`config.mk`:
```
export PLATFORM = sky130hd
export DESIGN_NAME = blit_slot_seq
export DESIGN_NICKNAME = d
export VERILOG_FILES = /design/src/rtl/blit_slot_pkg.sv /design/src/rtl/blit_slot_pick.sv /design/src/rtl/blit_slot_mode.sv /design/src/rtl/blit_slot_seq.sv
export SDC_FILE = /design/constraint.sdc
export NUM_CORES = 1
export LEC_CHECK = 0
export BUFFER_PORTS_ARGS = -buffer_cell sky130_fd_sc_hd__buf_2
export CORE_AREA = 2 2 106 82
export CTS_BUF_LIST = sky130_fd_sc_hd__clkbuf_4
export DETAILED_ROUTE_END_ITERATION = 7
export DIE_AREA = 0 0 108 84
export HOLD_SLACK_MARGIN = 0.15
export RECOVER_POWER = 50
export REMOVE_ABC_BUFFERS = 1
export SYNTH_ARGS = -nofsm -noshare
export SYNTH_HDL_FRONTEND = slang
export SYNTH_SLANG_ARGS = --single-unit
```
`constraint.sdc`:
```
create_clock -name clk -period 3.42 [get_ports clk]
set_input_delay 0.684 -clock clk [delete_from_list [all_inputs] [get_ports clk]]
set_output_delay 0.684 -clock clk [all_outputs]
set_load 0.02 [all_outputs]
```
`src/rtl/blit_slot_pkg.sv`:
```
package blit_slot_pkg;
   localparam int unsigned CHAN_W = 2;
   localparam int unsigned NSRC   = 3;
   localparam logic [CHAN_W-1:0] CH_A = 2'd0;
   localparam logic [CHAN_W-1:0] CH_B = 2'd1;
   localparam logic [CHAN_W-1:0] CH_C = 2'd2;
   localparam logic [CHAN_W-1:0] CH_D = 2'd3;

   typedef enum logic [2:0] {
      ST_IDLE,
      ST_GAP,
      ST_FETCH,
      ST_DSLOT,
      ST_DONLY,
      ST_TAIL_GAP,
      ST_TAIL_D
   } seq_state_e;
endpackage

```
`src/rtl/blit_slot_pick.sv`:
```
// Picks the lowest-numbered enabled source, either from the top of the
// list or strictly after a given channel.
module blit_slot_pick #(
   parameter int unsigned NSRC = 3,
   parameter int unsigned CW   = 2
) (
   input  logic [NSRC-1:0] en,
   input  logic [CW-1:0]   after,
   input  logic            from_top,
   output logic            found,
   output logic [CW-1:0]   pick
);
   logic [NSRC-1:0] cand;

   generate
      if (NSRC > (1 << CW)) begin : g_bad_width
         $error("blit_slot_pick: channel field too narrow");
      end
      for (genvar i = 0; i < NSRC; i++) begin : g_cand
         assign cand[i] = en[i] && (from_top || (CW'(i) > after));
      end
   endgenerate

   always_comb begin
      found = 1'b0;
      pick  = '0;
      for (int i = NSRC - 1; i >= 0; i--) begin
         if (cand[i]) begin
            found = 1'b1;
            pick  = CW'(i);
         end
      end
   end
endmodule

```
`src/rtl/blit_slot_mode.sv`:
```
// Decodes the channel code into source enables and idle-gap rules.
module blit_slot_mode #(
   parameter int unsigned NSRC = 3
) (
   input  logic [NSRC:0]   code,
   output logic [NSRC-1:0] src_en,
   output logic            has_d,
   output logic            has_src,
   output logic            d_only,
   output logic            gap_from1,
   output logic            gap_from2
);
   localparam int unsigned CNT_W = $clog2(NSRC + 1);
   logic [CNT_W-1:0] n_src;
   logic             pair_gap;

   generate
      for (genvar i = 0; i < NSRC; i++) begin : g_map
         // source index 0 is the highest code bit
         assign src_en[i] = code[NSRC - i];
      end
   endgenerate

   always_comb begin
      n_src = '0;
      for (int i = 0; i < NSRC; i++) n_src = n_src + CNT_W'(src_en[i]);
   end

   assign has_d    = code[0];
   assign has_src  = |src_en;
   assign d_only   = has_d && !has_src;
   // A+B only or B+C only (index 0=A, 1=B, 2=C)
   assign pair_gap = (src_en == NSRC'(3'b011)) || (src_en == NSRC'(3'b110));

   assign gap_from1 = d_only ||
                      (!has_d && ((n_src == CNT_W'(1)) || pair_gap));
   assign gap_from2 = has_d && has_src && !src_en[0];
endmodule

```
`src/rtl/blit_slot_seq.sv`:
```
module blit_slot_seq
   import blit_slot_pkg::*;
#(
   parameter int unsigned WORD_W = 16
) (
   input  logic              clk,
   input  logic              rst_n,
   input  logic              start,
   input  logic [3:0]        chan_code,
   input  logic [WORD_W-1:0] word_count,
   input  logic              bus_grant,
   output logic              busy,
   output logic              done,
   output logic              slot_valid,
   output logic [1:0]        slot_chan,
   output logic              slot_is_write,
   output logic [WORD_W-1:0] slot_word_index
);
   generate
      if (WORD_W < 2) begin : g_bad_word
         $error("blit_slot_seq: WORD_W must be at least 2");
      end
   endgenerate

   seq_state_e        st_q, st_n;
   logic [3:0]        cfg_q, cfg_sel;
   logic [WORD_W-1:0] word_q, word_n, last_q;
   logic [CHAN_W-1:0] ch_q, ch_n;
   logic              done_q, done_n;

   logic [NSRC-1:0]   src_en;
   logic              has_d, has_src, d_only, gap_from1, gap_from2;
   logic              first_found, next_found;
   logic [CHAN_W-1:0] first_ch, next_ch;
   logic              adv, word_end, finish, accept, empty_req;
   logic [WORD_W-1:0] word_inc;
   logic              gap_next;

   assign cfg_sel = (st_q == ST_IDLE) ? chan_code : cfg_q;

   blit_slot_mode #(.NSRC(NSRC)) u_mode (
      .code      (cfg_sel),
      .src_en    (src_en),
      .has_d     (has_d),
      .has_src   (has_src),
      .d_only    (d_only),
      .gap_from1 (gap_from1),
      .gap_from2 (gap_from2)
   );

   blit_slot_pick #(.NSRC(NSRC), .CW(CHAN_W)) u_first (
      .en       (src_en),
      .after    ('0),
      .from_top (1'b1),
      .found    (first_found),
      .pick     (first_ch)
   );

   blit_slot_pick #(.NSRC(NSRC), .CW(CHAN_W)) u_next (
      .en       (src_en),
      .after    (ch_q),
      .from_top (1'b0),
      .found    (next_found),
      .pick     (next_ch)
   );

   assign busy      = (st_q != ST_IDLE);
   assign adv       = busy && bus_grant;
   assign empty_req = (chan_code == 4'd0) || (word_count == '0);
   assign accept    = (st_q == ST_IDLE) && start && !empty_req;
   assign word_inc  = word_q + WORD_W'(1);
   assign gap_next  = (gap_from1 && (word_inc != '0)) ||
                      (gap_from2 && (word_inc >= WORD_W'(2)));

   always_comb begin
      st_n     = st_q;
      ch_n     = ch_q;
      word_n   = word_q;
      word_end = 1'b0;
      finish   = 1'b0;
      unique case (st_q)
         ST_IDLE: begin
            if (accept) begin
               word_n = '0;
               st_n   = has_src ? ST_FETCH : ST_DONLY;
               ch_n   = first_ch;
            end
         end
         ST_GAP: begin
            if (adv) begin
               st_n = has_src ? ST_FETCH : ST_DONLY;
               ch_n = first_ch;
            end
         end
         ST_FETCH: begin
            if (adv) begin
               if (next_found)  ch_n = next_ch;
               else if (has_d)  st_n = ST_DSLOT;
               else             word_end = 1'b1;
            end
         end
         ST_DSLOT, ST_DONLY: begin
            if (adv) word_end = 1'b1;
         end
         ST_TAIL_GAP: begin
            if (adv) st_n = ST_TAIL_D;
         end
         ST_TAIL_D: begin
            if (adv) finish = 1'b1;
         end
         default: st_n = ST_IDLE;
      endcase

      if (word_end) begin
         if (word_q == last_q) begin
            if (has_d && has_src) st_n = ST_TAIL_GAP;
            else                  finish = 1'b1;
         end else begin
            word_n = word_inc;
            if (gap_next) begin
               st_n = ST_GAP;
            end else begin
               st_n = has_src ? ST_FETCH : ST_DONLY;
               ch_n = first_ch;
            end
         end
      end
      if (finish) st_n = ST_IDLE;
   end

   assign done_n = finish || ((st_q == ST_IDLE) && start && empty_req);

   always_ff @(posedge clk or negedge rst_n) begin
      if (!rst_n) begin
         st_q   <= ST_IDLE;
         cfg_q  <= '0;
         word_q <= '0;
         last_q <= '0;
         ch_q   <= CH_A;
         done_q <= 1'b0;
      end else begin
         st_q   <= st_n;
         word_q <= word_n;
         ch_q   <= ch_n;
         done_q <= done_n;
         if (accept) begin
            cfg_q  <= chan_code;
            last_q <= word_count - WORD_W'(1);
         end
      end
   end

   assign done            = done_q;
   assign slot_chan       = (st_q == ST_FETCH) ? ch_q : CH_D;
   assign slot_is_write   = (st_q == ST_DSLOT) || (st_q == ST_DONLY) ||
                            (st_q == ST_TAIL_D);
   assign slot_word_index = (st_q == ST_DSLOT) ? (word_q - WORD_W'(1)) : word_q;
   assign slot_valid      = adv && ((st_q == ST_FETCH) || (st_q == ST_DONLY) ||
                                    (st_q == ST_TAIL_D) ||
                                    ((st_q == ST_DSLOT) && (word_q != '0)));
endmodule

```
== Yosys cells after proc, flatten, opt, wreduce, memory -nomap -nowiden ==
Cells that the tools add are included.
Widths: inputs -> output; s select.

* Reductions and logical operators: 39
* Equality and inequality tests: 10
* Muxes and demuxes: 46
* Order comparisons: 4
* Add/sub/neg operators: 5

{| class="wikitable"
|+ Operators with widths
! kind !! number
|-
| $mux 16 || 5
|-
| $mux 3 || 12
|-
| $reduce_bool 16->1 || 2
|-
| $sub 16x1->16 const B || 2
|-
| $mux 2 || 14
|-
| $add 16x1->16 const B || 1
|-
| $eq 16x16->1 || 1
|-
| $ge 16x2->1 const B || 1
|-
| $logic_not 16->1 || 1
|-
| $logic_and 1x1->1 || 15
|-
| $pmux 3 s5 || 1
|-
| $eq 3x3->1 const B || 4
|-
| $logic_or 1x1->1 || 11
|-
| $mux 1 || 11
|-
| $eq 3x2->1 const B || 3
|-
| $pmux 2 s3 || 1
|-
| $reduce_or 3->1 || 2
|-
| $gt 1x2->1 const A || 2
|-
| $logic_not 1->1 || 4
|-
| $logic_not 4->1 || 1
|-
| $mux 4 || 1
|-
| $eq 3x1->1 const B || 1
|-
| $logic_not 3->1 || 1
|-
| $reduce_bool 3->1 || 1
|-
| 6 further kinds || 6
|}

* Bits in registers: 42
* Bits of input ports: 24
* Output and inout port bits: 22
* Logic and storage cells: 110

== Longest topological paths before layout ==
* Depth after elaboration: 14
* Depth in mapped cells: 12
* Mapped depth without buffers: 12

== By module ==
Synthesis repeated with hierarchy kept, for this count alone.

* Cells, all modules: 429
* Area, all modules: 3510.9 µm²

{| class="wikitable"
|+ By module, submodules not included
! module !! area each (µm²) !! cells each !! instances !! sequential area each (µm²)
|-
| blit_slot_seq || 3269.4 || 394 || 1 || 1051.0
|-
| blit_slot_pick || 62.6 || 11 || 2 || 0.0
|-
| blit_slot_mode || 116.4 || 13 || 1 || 0.0
|}

== Worst setup path after synthesis ==
Ideal clock, no wire load.

* Kind: reg2reg
* From: register st_q[2]
* To: register st_q[0]
* Library setup time: 0.122 ns
* Arrival: 2.969 ns
* Data required time: 3.298 ns
* Slack: 0.329 ns
* Buffers on the path: 0
* Clock period less this slack: 3.091 ns
* Stages on the path, launching flop included: 13
* Path through: dfrtp_1 -> nor3_4 -> inv_4 -> mux2i_1 -> inv_1 -> fa_1 -> nand2b_1 -> a21oi_1 -> nor3_1 -> nor3_1 -> o41ai_4 -> and2_1 -> a2111oi_1

* Elaborated cells between the ends (all ways): 60
* Those cells by class: add/sub: 2; eq/ne: 9; mux: 25; reduce/logical: 24

{| class="wikitable"
|+ RTL lines
! what !! line !! source
|-
| start: declaration || blit_slot_seq.sv:25 || <nowiki>seq_state_e st_q, st_n;</nowiki>
|-
| start signal: assignment || blit_slot_seq.sv:142 || <nowiki>st_q <= st_n;</nowiki>
|-
| $reduce_bool 3->1 (*) || blit_slot_seq.sv:67 || <nowiki>assign busy = (st_q != ST_IDLE);</nowiki>
|-
| via busy || blit_slot_seq.sv:12 || <nowiki>output logic busy,</nowiki>
|-
| $logic_and 1x1->1 (*) || blit_slot_seq.sv:68 || <nowiki>assign adv = busy && bus_grant;</nowiki>
|-
| $mux 3, or another cell as far along || blit_slot_seq.sv:106 || <nowiki>if (adv) st_n = ST_TAIL_D;</nowiki>
|-
| $pmux 3 s5 or $mux 1 (tied branches) || blit_slot_seq.sv:81 || <nowiki>unique case (st_q)</nowiki>
|-
| $mux 3 or $mux 1 (tied branches) || blit_slot_seq.sv:116 || <nowiki>if (has_d && has_src) st_n = ST_TAIL_GAP;</nowiki>
|-
| $mux 3 or $mux 1 (tied branches) || blit_slot_seq.sv:115 || <nowiki>if (word_q == last_q) begin</nowiki>
|-
| $mux 3 or $mux 1 (tied branches) || blit_slot_seq.sv:114 || <nowiki>if (word_end) begin</nowiki>
|-
| $mux 3 (*) || blit_slot_seq.sv:128 || <nowiki>if (finish) st_n = ST_IDLE;</nowiki>
|-
| via st_n[0] || blit_slot_seq.sv:25 ||
|}

The timed path passes the listed nets; every way through them passes the cells marked *.
A chain may end at the register's enable or synchronous reset.

== Worst setup path after layout ==
* From: register st_q[2]
* To: register st_q[0]

* Longest elaborated chain between the ends: 14
* Elaborated cells between the ends (all ways): 60
* Those cells by class: add/sub: 2; eq/ne: 9; mux: 25; reduce/logical: 24

{| class="wikitable"
|+ Ends and longest elaborated chain
! what !! line !! source
|-
| $logic_not 3->1 || blit_slot_seq.sv:39, blit_slot_seq.sv:70, blit_slot_seq.sv:81 ||
|-
| $mux 4 || blit_slot_seq.sv:39 || <nowiki>assign cfg_sel = (st_q == ST_IDLE) ? chan_code : cfg_q;</nowiki>
|-
| $add 1x1->2 || blit_slot_mode.sv:26 || <nowiki>for (int i = 0; i < NSRC; i++) n_src = n_src + CNT_W'(src_en[i]);</nowiki>
|-
| $add 2x1->2 || blit_slot_mode.sv:26 ||
|-
| $eq 2x1->1 || blit_slot_mode.sv:36 || <nowiki>(!has_d && ((n_src == CNT_W'(1)) || pair_gap));</nowiki>
|-
| $logic_or 1x1->1 || blit_slot_mode.sv:36 ||
|-
| $logic_and 1x1->1 || blit_slot_mode.sv:36 ||
|-
| $logic_or 1x1->1 || blit_slot_mode.sv:35 || <nowiki>assign gap_from1 = d_only ||</nowiki>
|-
| $logic_and 1x1->1 || blit_slot_seq.sv:72 || <nowiki>assign gap_next = (gap_from1 && (word_inc != '0)) ||</nowiki>
|-
| $logic_or 1x1->1 || blit_slot_seq.sv:72 ||
|-
| $mux 3 || blit_slot_seq.sv:120 || <nowiki>if (gap_next) begin</nowiki>
|-
| $mux 3 || blit_slot_seq.sv:115 ||
|-
| $mux 3 || blit_slot_seq.sv:114 ||
|-
| $mux 3 (*) || blit_slot_seq.sv:128 ||
|-
| via st_n[0] || blit_slot_seq.sv:25 ||
|}

Marks and branches as above.

==> run summary <==
number of distinct library cells after synthesis -> 61
number of nets with antenna violations after detailed routing -> 0
wire length per cell after detailed routing -> 16.1 microns
top cell type's share of synthesized area -> 29.9%
instance count after placement with tap cells included -> 579
number of antenna violations at the first check in global routing -> 0
Syn Inst Count -> 446
wire length of the first global-routing pass -> 15,400 microns
number of buffers added on ports -> 45
antenna fix cells -> 0
Synth Area per Inst -> 7.89 sq um
effective utilization at floorplan -> 43.1%
kind of start point of the critical path -> register
capturing element type of the critical path -> register
non-filler cells in the finished layout -> 587
DR vias -> 3,355
Util after Layout -> 47.4%
most frequent standard cell in the layout excluding fill and tap cells -> nand2_1
Synth Warn # -> 0
total power of the final layout -> 2610 uW
height of the die -> 84 microns
Final Hold Fails -> 0
worst hold start -> last_q[0]
final worst path period need -> 3.15 ns
vias per inst -> 5.72
max-cap violations -> 1
RSZ-0062 raised after global routing -> no
Reg2Reg Setup Slack -> 0.27 ns
M2 GR Usage -> 28.1%
Final Max Slew Viols -> 43
power density relative to cell area -> 674 nW/um^2
HPWL after detailed placement -> 7120 microns
VDD IR-drop max -> 0.279 mV
dominant synthesized flop cell -> dfrtp_1
standard cell area after detailed placement -> 3830 sq um
# H-tree levels -> 2
Horiz. Die Dim -> 108 microns
remaining max-slew budget at the tightest pin -> -52.8%
maximum number of pins on one net before global-route repair -> 43
Iteration-0 DRC Markers -> 167
aggregate routed wire length -> 9430 microns
flip-flop and latch count after synthesis -> 42
fraction of layout instances using a drive strength above 1 -> 15.2%
Arrival @ worst endpoint -> 3.37 ns
area added between synthesis and finish -> 10.1%
final-layout setup total negative slack -> 0 ns
met3 usage -> 4.45%
area occupied by registers -> 1050 sq um
number of global-route vias before repair -> 2,977
kind of critical path -> reg2reg
critical-path maximum fanout -> 10
Reg-to-Reg End -> st_q[0]
leading cell types in the layout, fill and taps excluded -> 56 x nand2_1, 42 x dfrtp_1, 40 x buf_2
number of enable flip-flop cells after synthesis -> 0
share of the yosys chip area belonging to registers -> 29.9%
Data required, critical path -> 3.64 ns
total routing usage reported by global routing -> 21.4%
area of the multi-input gates -> 2250 sq um
sink of the worst hold path -> last_q[0]
Worst Tran Pin Value -> 2.29 ns
number of detailed-routing iterations run before antenna repair -> 5
Clock Pin Slew Worst Setup and Hold Paths -> 0.12 ns
number of cell rows -> 29
clock buffers created by TritonCTS -> 5
met1 Resource Use GR -> 34.6%
clk buf depth -> 2
post-synth top area cell -> dfrtp_1
number of cells on the worst reg-to-reg path -> 12
static power due to leakage -> 0.00165 uW
routability-driven placement congestion ratio -> 0.886
Final #Nets -> 510
filler cell count in the final layout -> 821
worst skew pair latency -> 0.36 ns
Final Setup Violations -> 0
total setup buffers inserted after CTS -> 0
cell count of the worst hold path -> 2
area of the mapped netlist -> 3520 sq um
cell chosen for the clock root -> clkbuf_4
setup clock skew after layout -> 0.0300 ns
Non-Filler Cell Area, Final -> 3870 sq um
launching point of the worst reg2reg path -> st_q[2]
CTS tree -> built
result of the run -> complete, but fails checks
Die Footprint -> 9070 sq um
async set-reset flop share out of synthesis -> 100%
total congestion overflow -> 0
violations in the final reports -> capacitance limit, slew limit
core outline area -> 8160 sq um
Ports -> 46
Peak Freq -> 317 MHz
CTS sink cnt -> 42
leading post-synthesis cells by cell area -> dfrtp_1 30%, xnor2_1 9.2%, nand2_1 6.0%
worst min path class -> reg2reg
busiest grt layer -> met1
DRC viols -> 0
period utilisation layout -> 92.2%
[worst max-delay path: stages, from the launching register on]
cell and delay (ns):
dfrtp_1 0.42, nor3_4 0.25, inv_4 0.10, mux2i_1 0.25, inv_1 0.12, fa_1 0.52, nand2b_1 0.07, a21oi_1 0.17
nor3_1 0.07, nor3_1 0.35, o41ai_4 0.16, and2_1 0.22, a2111oi_1 0.32
[metal layers]
metal	up-vias	share of wire, %
met2	129	39
met5	-	0
li1	1666	-
met3	10	7.2
met4	0	1.4
met1	1550	52
[worst max path at each step]
stage	end	cells after the start	startpoint	slack (ns)
6_report	st_q[0]	12	st_q[2]	0.27
5_1_grt	slot_word_index[12]	5	word_q[3]	0.01
4_1_cts	slot_word_index[13]	9	st_q[0]	0.18
3_5_place_dp	st_q[0]	11	chan_code[2]	0.23
3_3_place_gp	st_q[0]	11	chan_code[2]	0.35
2_1_floorplan	st_q[0]	12	st_q[2]	0.14
[metrics by stage]
stage	setup WS, ns	hold WS (ns)
floorplan	0.143	0.388
global placement	0.352	0.487
detailed placement	0.234	0.492
CTS	0.179	0.479
global route	0.0111	0.539
finish	0.268	0.513
[final cells by class]
class	count	share of cell area, %
clock buffer	6	1.16
timing repair buffer	59	8.27
tap	108	3.49
sequential	42	27.1
multi-input combinational	354	58.0
inverter	16	1.61
clock inverter	2	0.323
[state kept, by name, indices dropped and copies added (netlist names)]
signal	flops
last_q	16
word_q	16
cfg_q	4
st_q	3
ch_q	2
done	1
[Yosys cell counts (6+ instances only)]
cell type,instances
nand2_1,56
dfrtp_1,42
xnor2_1,37
nor2_1,32
o21ai_0,30
clkbuf_1,23
nor3_1,20
a21oi_1,17
inv_1,15
o21ai_1,14
nand3_1,13
o31ai_1,13
nor4_1,10
xor2_1,9
nand4_1,8
nor2b_1,8
ha_1,7
nand2b_1,7
or3_1,6
[power breakdown]
part	total [uW]	internal (uW)	switching (uW)
Combinational	1540	616	922
Clock	259	89.3	169
Sequential	813	645	168
[cell families (layout without fill, tap and decap cells)]
kind of cell    after synthesis  count (layout)  synth area share (%)
fa+ha+maj                     8               8                  3.06
mux                           5               5                  1.42
flops                        42              42                  29.9
compound gates              105             105                  19.8
xor+xnor                     46              46                  11.5
buf+inv                      50              83                  6.23
simple gates                190             190                  28.2
[timing repair]
action / CTS / global route
hold buffers: 0 / 0
gates resized for setup: 0 / 1
setup endpoints to repair: 0 / 1
(Power assumes the default switching activity.)
